## src/rtl/cts_pkg.sv

```systemverilog
package cts_pkg;
   typedef enum logic [1:0] {
      ST_IDLE = 2'd0,
      ST_PEND = 2'd1,
      ST_WAIT = 2'd2
   } cts_state_e;

   // Cycles needed to cover ns at clk_hz, rounded up, at least 1
   function automatic int unsigned min_cycles(input longint unsigned clk_hz,
                                              input longint unsigned ns);
      longint unsigned c;
      c = (clk_hz * ns + 64'd999_999_999) / 64'd1_000_000_000;
      if (c < 1) c = 1;
      return int'(c);
   endfunction
endpackage

```

## src/rtl/cts_sync.sv

```systemverilog
module cts_sync #(
   parameter int STAGES = 2
) (
   input  logic clk,
   input  logic rst_n,
   input  logic d_i,
   output logic q_o
);
   generate
      if (STAGES < 2) begin : g_bad_stages
         $error("cts_sync: STAGES must be at least 2");
      end
   endgenerate

   logic [STAGES-1:0] chain;

   always_ff @(posedge clk or negedge rst_n) begin
      if (!rst_n) chain <= '0;
      else        chain <= {chain[STAGES-2:0], d_i};
   end

   assign q_o = chain[STAGES-1];
endmodule

```

## src/rtl/cts_high_qual.sv

```systemverilog
module cts_high_qual #(
   parameter int unsigned MIN_CYC = 100
) (
   input  logic clk,
   input  logic rst_n,
   input  logic lvl_i,
   output logic fall_ok_o,
   output logic rise_o
);
   localparam int CW = $clog2(MIN_CYC + 1);
   localparam logic [CW-1:0] SAT = CW'(MIN_CYC);

   generate
      if (MIN_CYC < 1) begin : g_bad_min
         $error("cts_high_qual: MIN_CYC must be at least 1");
      end
   endgenerate

   logic [CW-1:0] hi_cnt;
   logic          lvl_q;

   always_ff @(posedge clk or negedge rst_n) begin
      if (!rst_n) begin
         hi_cnt <= '0;
         lvl_q  <= 1'b0;
      end else begin
         lvl_q <= lvl_i;
         if (!lvl_i)            hi_cnt <= '0;
         else if (hi_cnt < SAT) hi_cnt <= hi_cnt + 1'b1;
      end
   end

   assign fall_ok_o = lvl_q && !lvl_i && (hi_cnt == SAT);
   assign rise_o    = !lvl_q && lvl_i;
endmodule

```

## src/rtl/cts_fsm.sv

```systemverilog
module cts_fsm
   import cts_pkg::*;
(
   input  logic clk,
   input  logic rst_n,
   input  logic trig_i,
   input  logic rise_i,
   input  logic ref_valid_i,
   input  logic cal_done_i,
   output logic cal_req_o,
   output logic busy_o,
   output logic done_o
);
   cts_state_e state;
   logic       req_q;
   logic       done_q;

   always_ff @(posedge clk or negedge rst_n) begin
      if (!rst_n) begin
         state  <= ST_IDLE;
         req_q  <= 1'b0;
         done_q <= 1'b0;
      end else begin
         req_q <= 1'b0;
         unique case (state)
            ST_IDLE: if (trig_i) begin
               done_q <= 1'b0;
               if (ref_valid_i) begin
                  state <= ST_WAIT;
                  req_q <= 1'b1;
               end else begin
                  state <= ST_PEND;
               end
            end
            ST_PEND: if (rise_i) begin
               state <= ST_IDLE;
            end else if (ref_valid_i) begin
               state <= ST_WAIT;
               req_q <= 1'b1;
            end
            ST_WAIT: if (rise_i) begin
               state <= ST_IDLE;
            end else if (cal_done_i) begin
               state  <= ST_IDLE;
               done_q <= 1'b1;
            end
            default: state <= ST_IDLE;
         endcase
      end
   end

   assign cal_req_o = req_q;
   assign busy_o    = (state == ST_WAIT);
   assign done_o    = done_q;

   // request never lasts two cycles
   a_r4_req_single: assert property (@(posedge clk) disable iff (!rst_n)
      cal_req_o |=> !cal_req_o);
   // request comes with busy
   a_r5_req_busy: assert property (@(posedge clk) disable iff (!rst_n)
      cal_req_o |-> busy_o);
   // done handshake closes busy and sets done
   a_r5_done_ends: assert property (@(posedge clk) disable iff (!rst_n)
      (busy_o && cal_done_i && !rise_i) |=> (!busy_o && done_o));
   // request only after reference seen valid
   a_r6_ref_needed: assert property (@(posedge clk) disable iff (!rst_n)
      cal_req_o |-> $past(ref_valid_i));
   // abort drops busy without done
   a_r7_abort: assert property (@(posedge clk) disable iff (!rst_n)
      (busy_o && rise_i) |=> (!busy_o && !done_o));
   // rise while pending leaves nothing requested
   a_r8_pend_drop: assert property (@(posedge clk) disable iff (!rst_n)
      (state == ST_PEND && rise_i) |=> (!cal_req_o && !busy_o));
   // done only rises out of a busy calibration with handshake
   a_r9_done_source: assert property (@(posedge clk) disable iff (!rst_n)
      $rose(done_o) |-> ($past(busy_o) && $past(cal_done_i)));
endmodule

```

## src/rtl/cal_trig_seq.sv

```systemverilog
module cal_trig_seq #(
   parameter int unsigned CLK_HZ      = 100_000_000,
   parameter int unsigned MIN_HIGH_NS = 1000,
   parameter int          SYNC_STAGES = 2
) (
   input  logic clk,
   input  logic rst_n,
   input  logic ctrl_pin_i,
   input  logic ref_valid_i,
   input  logic cal_done_i,
   output logic pwrdn_o,
   output logic cal_req_o,
   output logic busy_o,
   output logic done_o
);
   localparam int unsigned MIN_CYC =
      cts_pkg::min_cycles(longint'(CLK_HZ), longint'(MIN_HIGH_NS));

   generate
      if (CLK_HZ == 0) begin : g_bad_clk
         $error("cal_trig_seq: CLK_HZ must be non-zero");
      end
   endgenerate

   logic pin_s;
   logic trig;
   logic rise;

   cts_sync #(.STAGES(SYNC_STAGES)) u_sync (
      .clk   (clk),
      .rst_n (rst_n),
      .d_i   (ctrl_pin_i),
      .q_o   (pin_s)
   );

   cts_high_qual #(.MIN_CYC(MIN_CYC)) u_qual (
      .clk       (clk),
      .rst_n     (rst_n),
      .lvl_i     (pin_s),
      .fall_ok_o (trig),
      .rise_o    (rise)
   );

   cts_fsm u_fsm (
      .clk         (clk),
      .rst_n       (rst_n),
      .trig_i      (trig),
      .rise_i      (rise),
      .ref_valid_i (ref_valid_i),
      .cal_done_i  (cal_done_i),
      .cal_req_o   (cal_req_o),
      .busy_o      (busy_o),
      .done_o      (done_o)
   );

   assign pwrdn_o = pin_s;

   // a trigger needs the loop to have been powered down just before
   a_r2_trig_after_pwrdn: assert property (@(posedge clk) disable iff (!rst_n)
      trig |-> ($past(pwrdn_o) && !pwrdn_o));
endmodule

```

## config.mk

```make
export PLATFORM = sky130hd
export DESIGN_NAME = cal_trig_seq
export DESIGN_NICKNAME = d
export VERILOG_FILES = /design/src/rtl/cts_pkg.sv /design/src/rtl/cts_sync.sv /design/src/rtl/cts_high_qual.sv /design/src/rtl/cts_fsm.sv /design/src/rtl/cal_trig_seq.sv
export SDC_FILE = /design/constraint.sdc
export NUM_CORES = 1
export LEC_CHECK = 0
export ABC_AREA = 0
export BUFFER_PORTS_ARGS = -buffer_cell sky130_fd_sc_hd__buf_4
export CAP_MARGIN = 20
export CORE_UTILIZATION = 45
export DETAILED_ROUTE_END_ITERATION = 7
export SLEW_MARGIN = 20
export SYNTH_ARGS = -nofsm -noshare
export SYNTH_HDL_FRONTEND = slang
export SYNTH_SLANG_ARGS = --single-unit
```

## constraint.sdc

```tcl
create_clock -name clk -period 3.31 [get_ports clk]
set_input_delay 0.331 -clock clk [delete_from_list [all_inputs] [get_ports clk]]
set_output_delay 0.331 -clock clk [all_outputs]
set_load 0.005 [all_outputs]
```

After elaboration in Yosys (flattened, before gate mapping)
Cells that the tools add are included.

Input bits: 5. Bits in registers: 14. Output and inout port bits: 4.

Multiplexer cells: 17. Eq/ne operators: 9. Magnitude comparators: 1. $add $sub $neg: 1. Reduce and logical (&&, ||, !) cells: 9.

Operators with widths (number): 7-bit two-way mux (2); 2-bit two-way mux (6); 7-bit by 1-bit adder with 7-bit output (second input constant) (1); 7-bit equality test (second input constant) (1); 7-bit < comparator (second input constant) (1); 1-bit two-way mux (6); 2-bit inequality test (second input constant) (3); 2-bit one-hot mux with 3 select lines (1); 1-bit one-hot mux with 2 select lines (2); 4-bit AND reduction (1); 1-bit logical AND (3); 3-bit by 2-bit inequality test with 1-bit output (second input constant) (1); 3-bit inequality test (second input constant) (1); 3-bit AND reduction (1); 2-bit by 1-bit equality test with 1-bit output (second input constant) (1); 2-bit equality test (second input constant) (1); 1-bit zero test (2); 2-bit zero test (1); 2-bit by 1-bit inequality test with 1-bit output (second input constant) (1); 2-bit nonzero test (1).

Depth between registers and ports, before layout
Gate-level depths: netlist (run 1).

Word-level depth: 5. Gate-level depth with buffers: 5. Gate-level depth less buffers: 5.

Hierarchy
Synthesis (run 1) repeated with hierarchy kept, for this count alone.

Cell total of the unflattened synthesis: 59. Area total of the unflattened synthesis: 660.6 µm².

By module, submodules not included: cts_high_qual (cells an instance 41, instances 1, area an instance 432.9 µm², seq. area each 200.2 µm²); cts_fsm (cells an instance 16, instances 1, area an instance 177.7 µm², seq. area each 100.1 µm²); cts_sync (cells an instance 2, instances 1, area an instance 50.0 µm², seq. area each 50.0 µm²).

Worst setup path after synthesis (run 1)
No wires, ideal clock.

Path kind: reg2reg. Start: register u_qual.hi_cnt[0]. End: register u_fsm.state[0]. Setup slack: 1.826 ns. Setup time: 0.104 ns. Arrival: 1.380 ns. Stages on the path, launching flop included: 6. Period minus slack after synthesis: 1.484 ns. Cells stage by stage: dfrtp_1 > inv_1 > ha_1 > nand4b_1 > or4_4 > o41ai_2.

Word-level cells in the longest chain between the ends: 4.

RTL lines: start, declared (line cts_high_qual.sv:19) `logic [CW-1:0] hi_cnt;`; start signal, assigned (line cts_high_qual.sv:29) `else if (hi_cnt < SAT) hi_cnt <= hi_cnt + 1'b1;`; 7-bit equality test (line cts_high_qual.sv:33) `assign fall_ok_o = lvl_q && !lvl_i && (hi_cnt == SAT);`; 1-bit logical AND (line cts_high_qual.sv:33); 2-bit inequality test (no source line); 3-bit AND reduction (no source line); end signal, assigned (line cts_fsm.sv:20) `state <= ST_IDLE;`; end signal, assigned (line cts_fsm.sv:29) `state <= ST_WAIT;`; end signal, assigned (line cts_fsm.sv:32) `state <= ST_PEND;`; end, declared (line cts_fsm.sv:14) `cts_state_e state;`.

Every way passes these cells. A chain may end at the register's enable or synchronous reset.

Final worst setup path (run 1)
Same ends and word-level chain as after synthesis.

==> results of run 1 <==
## what timing repair did
| item | CTS | global route |
|---|---|---|
| hold buffers | 1 | 0 |
| resized for setup | 0 | 0 |
| endpoints found under the setup margin | 0 | 0 |
| endpoints found under the hold margin | 14 | 0 |
## flip-flops by register name (all words and copies together), names as in the netlist
name,flops
u_qual.hi_cnt,7
u_fsm.state,2
u_sync.chain,2
u_fsm.cal_req_o,1
u_fsm.done_o,1
u_qual.lvl_q,1
## metrics by stage
step                power [mW]  hold slack, ns  instance area (um^2)  setup slack [ns]
global route             0.350           0.143                   822              1.63
finish                   0.339           0.152                   822              1.74
floorplan                0.200          0.0354                   704              1.83
global placement         0.215           0.187                   776              1.75
CTS                      0.343           0.140                   822              1.73
detailed placement       0.215           0.191                   776              1.75
## kinds of logic after synthesis
logic type	after synthesis	share of synthesized area, %
AND/OR/NAND/NOR	24	19.9
buffers and inverters	9	4.80
adder cells (fa/ha/maj)	2	3.55
XOR/XNOR	1	1.24
multiplexers	1	1.42
flip-flops	14	49.7
AO/OA/AOI/OAI	15	19.4
## cells in the mapped netlist, drive strengths merged
cell / instances
o21a: 1
o2bb2ai: 1
or4: 1
a311oi: 1
nand4b: 2
o311ai: 1
o31ai: 1
a22oi: 1
o21ai: 2
clkbuf: 2
o41ai: 1
o32ai: 1
a21boi: 1
inv: 7
and2: 2
nand2: 4
nand2b: 3
ha: 2
and3: 2
dfrtp: 14
a31oi: 1
mux2i: 1
nor2b: 3
nor2: 3
xnor2: 1
a21oi: 2
nand4: 1
nand3: 3
a41oi: 1
## worst max-delay path by stage
| stage | endpoint | cells after the start | slack [ns] | startpoint |
|---|---|---|---|---|
| finish | u_fsm.state[0] | 5 | 1.74 | u_qual.hi_cnt[0] |
| global placement | u_fsm.state[0] | 5 | 1.75 | u_qual.hi_cnt[0] |
| global route | u_fsm.state[0] | 5 | 1.63 | u_qual.hi_cnt[0] |
| detailed placement | u_fsm.state[0] | 5 | 1.75 | u_qual.hi_cnt[0] |
| CTS | u_fsm.state[0] | 5 | 1.73 | u_qual.hi_cnt[0] |
| floorplan | u_fsm.state[0] | 5 | 1.83 | u_qual.hi_cnt[0] |
## power groups by stage
| stage | clock network [mW] | logic (mW) | registers (mW) |
|---|---|---|---|
| after floorplan | 0 | 0.0145 | 0.186 |
| after global placement | 0 | 0.0269 | 0.188 |
| after detailed placement | 0 | 0.0268 | 0.188 |
| after CTS | 0.130 | 0.0279 | 0.185 |
| after global routing | 0.133 | 0.0308 | 0.186 |
| final | 0.127 | 0.0272 | 0.185 |
## critical path: cells and delay by family, from the launching register on
family / cells / cell delay, ns
simple gates: 2 / 0.61
fa+ha+maj: 1 / 0.15
buf+inv: 1 / 0.10
compound gates: 1 / 0.20
flops: 1 / 0.42
## layout by cell type, fill, tap and decap left out, drive strengths merged, types with 2 or more instances in the layout
cell type | netlist | routed
dfrtp | 14 | 14
buf | 0 | 8
inv | 7 | 7
nand2 | 4 | 4
clkbuf | 2 | 4
nand2b | 3 | 3
nor2b | 3 | 3
nand3 | 3 | 3
nor2 | 3 | 3
nand4b | 2 | 2
and3 | 2 | 2
a21oi | 2 | 2
o21ai | 2 | 2
ha | 2 | 2
and2 | 2 | 2
## layer usage
layer  up-vias  track usage (%)  wire [um]
li1        259                -          -
met1       250             23.6        624
met2         9             19.4        514
met3         2             2.61         30
met4         0             9.68         16
met5         -                0          0
## final cells by class
class                      instances  area (um^2)
tap                               15         18.8
inverter                           7         26.3
clock buffer                       4         36.3
fill                             110          561
timing repair buffer               9         70.1
multi-input combinational         43          320
sequential                        14          350
==> metrics.txt, run 1 <==
status=finished clean; GRT Overall Usage=15.3%; DRT Wirelength=1.19 mm; FF-to-FF Start=u_qual.hi_cnt[0]; Cell Count, Final, Fillers Out=92; final slew viol count=0; vias in the first global route=441; initial detailed-routing violation count=8; RSZ-0062 raised after global routing=no; worst-margin pin slew=0.406 ns; Leak Pwr=0.389 nW; Mapped Cells=66; Synth top area share=49.7%; Sw Ratio=23.8%; number of synthesized register bits=14; pin count of the biggest net entering global routing=15; final setup fails=0; Avg Cell Area, Syn=10.7 um^2; slowest stage delay, CP=0.53 ns; FMAX=0.635 GHz; syn_nets=73; synth top area cells=dfrtp_1 50%, inv_1 3.7%, ha_1 3.6%; Power Density=412 nW/um^2; Register-to-Register Path Depth=5; ANT cells=0; Post-CTS Setup Inserts=0; CTS buffer count=3; NetSw=0.0805 mW; worst hold path type=in -> reg; Reg clk slew, reported paths=0.09 ns; Die W=41.6 um; Sequential Power Share=54.5%; I/O pin cnt=9; Initial Util=51.0%; R2R Setup Slk=1.74 ns; Layout Utilization=59.5%; Combinational Power Share=8.0%; dominant cell type by area after synthesis=dfrtp_1; I/O Buffers=8; total negative slack=0 ns; Hold Path Origin=ctrl_pin_i; gr ovfl total=0; peak supply drop=0.255 mV; routability congestion estimate=0.793; part of the power in the clock network=37.4%; ANT nets after route=0; Rel. slew slack=72.9%; Netlist cell types=30; drt via density=5.65; CP Data Arrival Time=1.76 ns; maximum fanout along the worst path=4; DIE AREA=1730 um^2; Max Cap Viol=0; Cell Int Power=0.258 mW; H-Tree Depth=1; CTS root buf=clkbuf_4; dpl cells=87; Cell Area, Synth=704 um^2; Yosys warnings=0; deepest clock path buffer count=2; CORE AREA=1380 um^2; Hold Path Depth=1; fin nets=85; critical path required time=3.50 ns; first-pass GRT wire length=2.01 mm; crit path capture type=register; Fin Clk Skew=0.00593 ns; Setup CP Type=reg -> reg; Hold Vio Cnt, Final=0; layout cells sized above 1=23.4%; initial antenna violation count=0; clock sink count=14; dpl hpwl=832 um; Seq/Total Area, Yosys=49.7%; CTS tree=built; routed vias=520; wire per inst=12.9 um; slowest CP cell=or4_4; CP Launch Type=register; Die Height=41.6 um; Clk Latency, worst-skew pair=0.28 ns; worst path cell trace=inv_1 > ha_1 > nand4b_1 > or4_4 > o41ai_2; Synth-to-Final Area Change=16.7%; DRC=0; Tmin final=1.57 ns; Worst R2R End=u_fsm.state[0]; Final Cycle Share=47.6%; DR pass1 iterations=3; Core Rows=13; Hold Path Sink=u_sync.chain[0]
Note: power is estimated with default switching activity, not from simulation.
==> inputs of run 2 (changes only) <==
- PLACE_DENSITY: not set -> 0.67
- clock period: 3.31 -> 1.3 ns (I/O delays scaled with it)
==> run 2 against run 1 <==
Against the previous run: global-route usage increased by 3.3 points; final cell count increased by 15%; highest routed layer unchanged; worst setup slack got worse by 1.9 ns; register-to-register slack got worse by 1.9 ns; combinational power increased to 4.3 times the previous value; sequential share of layout area decreased by 6.8 points; the flow now finishes with violations (setup timing); cell area increased by 19%; non-clock buffer count increased by 14; via count increased by 8.8%.
==> metrics.txt, run 2 (synthesis gave the netlist of run 1 again) <==
Rel. slew slack=80.3% (was 72.9%); Hold Vio Cnt, Final=0 (unchanged); H-Tree Depth=1 (unchanged); CTS root buf=clkbuf_4 (unchanged); first-pass GRT wire length=2.43 mm (was 2.01 mm); routability congestion estimate=0.739 (was 0.793); clock sink count=14 (unchanged); pin count of the biggest net entering global routing=15 (unchanged); status=complete, but fails checks (was finished clean); I/O pin cnt=9 (unchanged); Final Cycle Share=110% (was 47.6%); wire per inst=13.7 um (was 12.9 um); CP Launch Type=register (unchanged); Power Density=910 nW/um^2 (was 412 nW/um^2); Setup CP Type=reg -> reg (unchanged); drt via density=5.34 (was 5.65); Core Rows=13 (unchanged); ANT cells=0 (unchanged); worst-margin pin slew=0.296 ns (was 0.406 ns); DIE AREA=1730 um^2 (unchanged); RSZ-0062 raised after global routing=yes (was no); M2 GR Usage=31.9% (was 19.4%); CORE AREA=1380 um^2 (unchanged); deepest clock path buffer count=2 (unchanged); DRT Wirelength=1.45 mm (was 1.19 mm); initial antenna violation count=0 (unchanged); gr ovfl total=0 (unchanged); vias in the first global route=600 (was 441); Fin Clk Skew=0.000794 ns (was 0.00593 ns); ANT nets after route=0 (unchanged); Tmin final=1.43 ns (was 1.57 ns); FMAX=0.698 GHz (was 0.635 GHz); CTS tree=built (unchanged); CP Data Arrival Time=1.62 ns (was 1.76 ns); met3 Track Usage GR=6.52% (was 2.61%); routed vias=566 (was 520); Synth-to-Final Area Change=38.7% (was 16.7%); most flop-heavy register=u_qual.hi_cnt (unchanged); final worst slack=-0.132 ns (was 1.74 ns); DRC=0 (unchanged); commonest non-fill, non-tap cells in the layout=19 x buf_4, 14 x dfrtp_1, 6 x inv_1 (was 14 x dfrtp_1, 8 x buf_4, 7 x inv_1); Reg clk slew, reported paths=0.08 ns (was 0.09 ns); initial detailed-routing violation count=16 (was 8); peak supply drop=0.798 mV (was 0.255 mV); Die Height=41.6 um (unchanged); grt met1 use=21.6% (was 23.6%); fin nets=99 (was 85); Largest regs=u_qual.hi_cnt x7, u_fsm.state x2, u_sync.chain x2 (unchanged); most common cell after layout, fill and taps aside=buf_4 (was dfrtp_1); final setup fails=5 (was 0); layout cells sized above 1=40.7% (was 23.4%); Post-DP Area=866 um^2 (was 776 um^2); I/O Buffers=8 (unchanged); DR pass1 iterations=4 (was 3); Initial Util=51.0% (unchanged); Leak Pwr=0.463 nW (was 0.389 nW); worst hold path type=in -> reg (unchanged); maximum fanout along the worst path=4 (unchanged); worst slack at placement=-0.122 ns (was 1.75 ns); Clk Latency, worst-skew pair=0.28 ns (about the same); failing checks=setup timing; dpl hpwl=986 um (was 832 um); Max Cap Viol=0 (unchanged); crit path capture type=register (unchanged); CTS buffer count=3 (unchanged); final slew viol count=0 (unchanged); max FFs per register=7 (unchanged); fin area=977 um^2 (was 822 um^2); Final Total Pwr=0.889 mW (was 0.339 mW); Die W=41.6 um (unchanged); GRT Overall Usage=18.6% (was 15.3%); critical path required time=1.48 ns (was 3.50 ns); gr busiest metal=met2 (was met1)
run 2: final timing paths:
kind                             startpoint                to  slack (ns)  depth (start not counted)
max reg2reg                u_qual.hi_cnt[1]    u_fsm.state[0]       -0.13                          5
min reg2reg                 u_sync.chain[0]   u_sync.chain[1]        0.35                          0
max in group asynchronous             rst_n  u_qual.hi_cnt[1]        0.90                          2
max                        u_qual.hi_cnt[1]    u_fsm.state[0]       -0.13                          5
min                             ref_valid_i    u_fsm.state[0]        0.05                          2
min in group asynchronous             rst_n    u_fsm.state[0]        0.23                          2
run 2: repair_timing:
action / CTS / global route
endpoints found under the hold margin: 15 / 0
hold buffers: 2 / 0
endpoints found under the setup margin: 5 / 8
pin swaps: 1 / 3
setup buffers: 1 / 1
gates resized for setup: 6 / 6
run 2: layout make-up:
class,count,area (um^2)
well taps,15,18.8
fillers,114,405
flip-flops and latches,14,350
multi-input cells,43,360
clock buffers,4,36.3
repair buffers,23,185
inverters,7,26.3
run 2: per-layer routing:
metal | up-vias | part of all wire [%]
met1 | 265 | 46
met4 | 0 | 0.83
met5 | - | 0
met2 | 14 | 49
met3 | 2 | 4.1
li1 | 285 | -
run 2: critical path, cell delays in order (launching register included):
cell and delay (ns):
dfrtp_1 0.40, inv_1 0.07, ha_1 0.13, nand4b_1 0.08, or4_4 0.46, o41ai_2 0.20
run 2: where the power goes:
part / total (mW) / switching (mW) / internal [mW] / leakage, nW
Clock: 0.308 / 0.138 / 0.170 / 0.0210
Sequential: 0.463 / 0.0114 / 0.452 / 0.185
Combinational: 0.118 / 0.0536 / 0.0640 / 0.257
run 2: stage by stage:
stage / TNS [ns] / hold WS [ns] / std cells / utilization (%)
2_1_floorplan: -0.336 / -0.166 / 66 / -
3_3_place_gp: -0.329 / -0.0121 / 99 / 62.6
3_5_place_dp: -0.475 / -0.0137 / 99 / 62.6
4_1_cts: -0.482 / 0.0509 / 106 / 69.0
5_1_grt: -0.826 / 0.0407 / 106 / 70.7
6_report: -0.530 / 0.0522 / 106 / 70.7
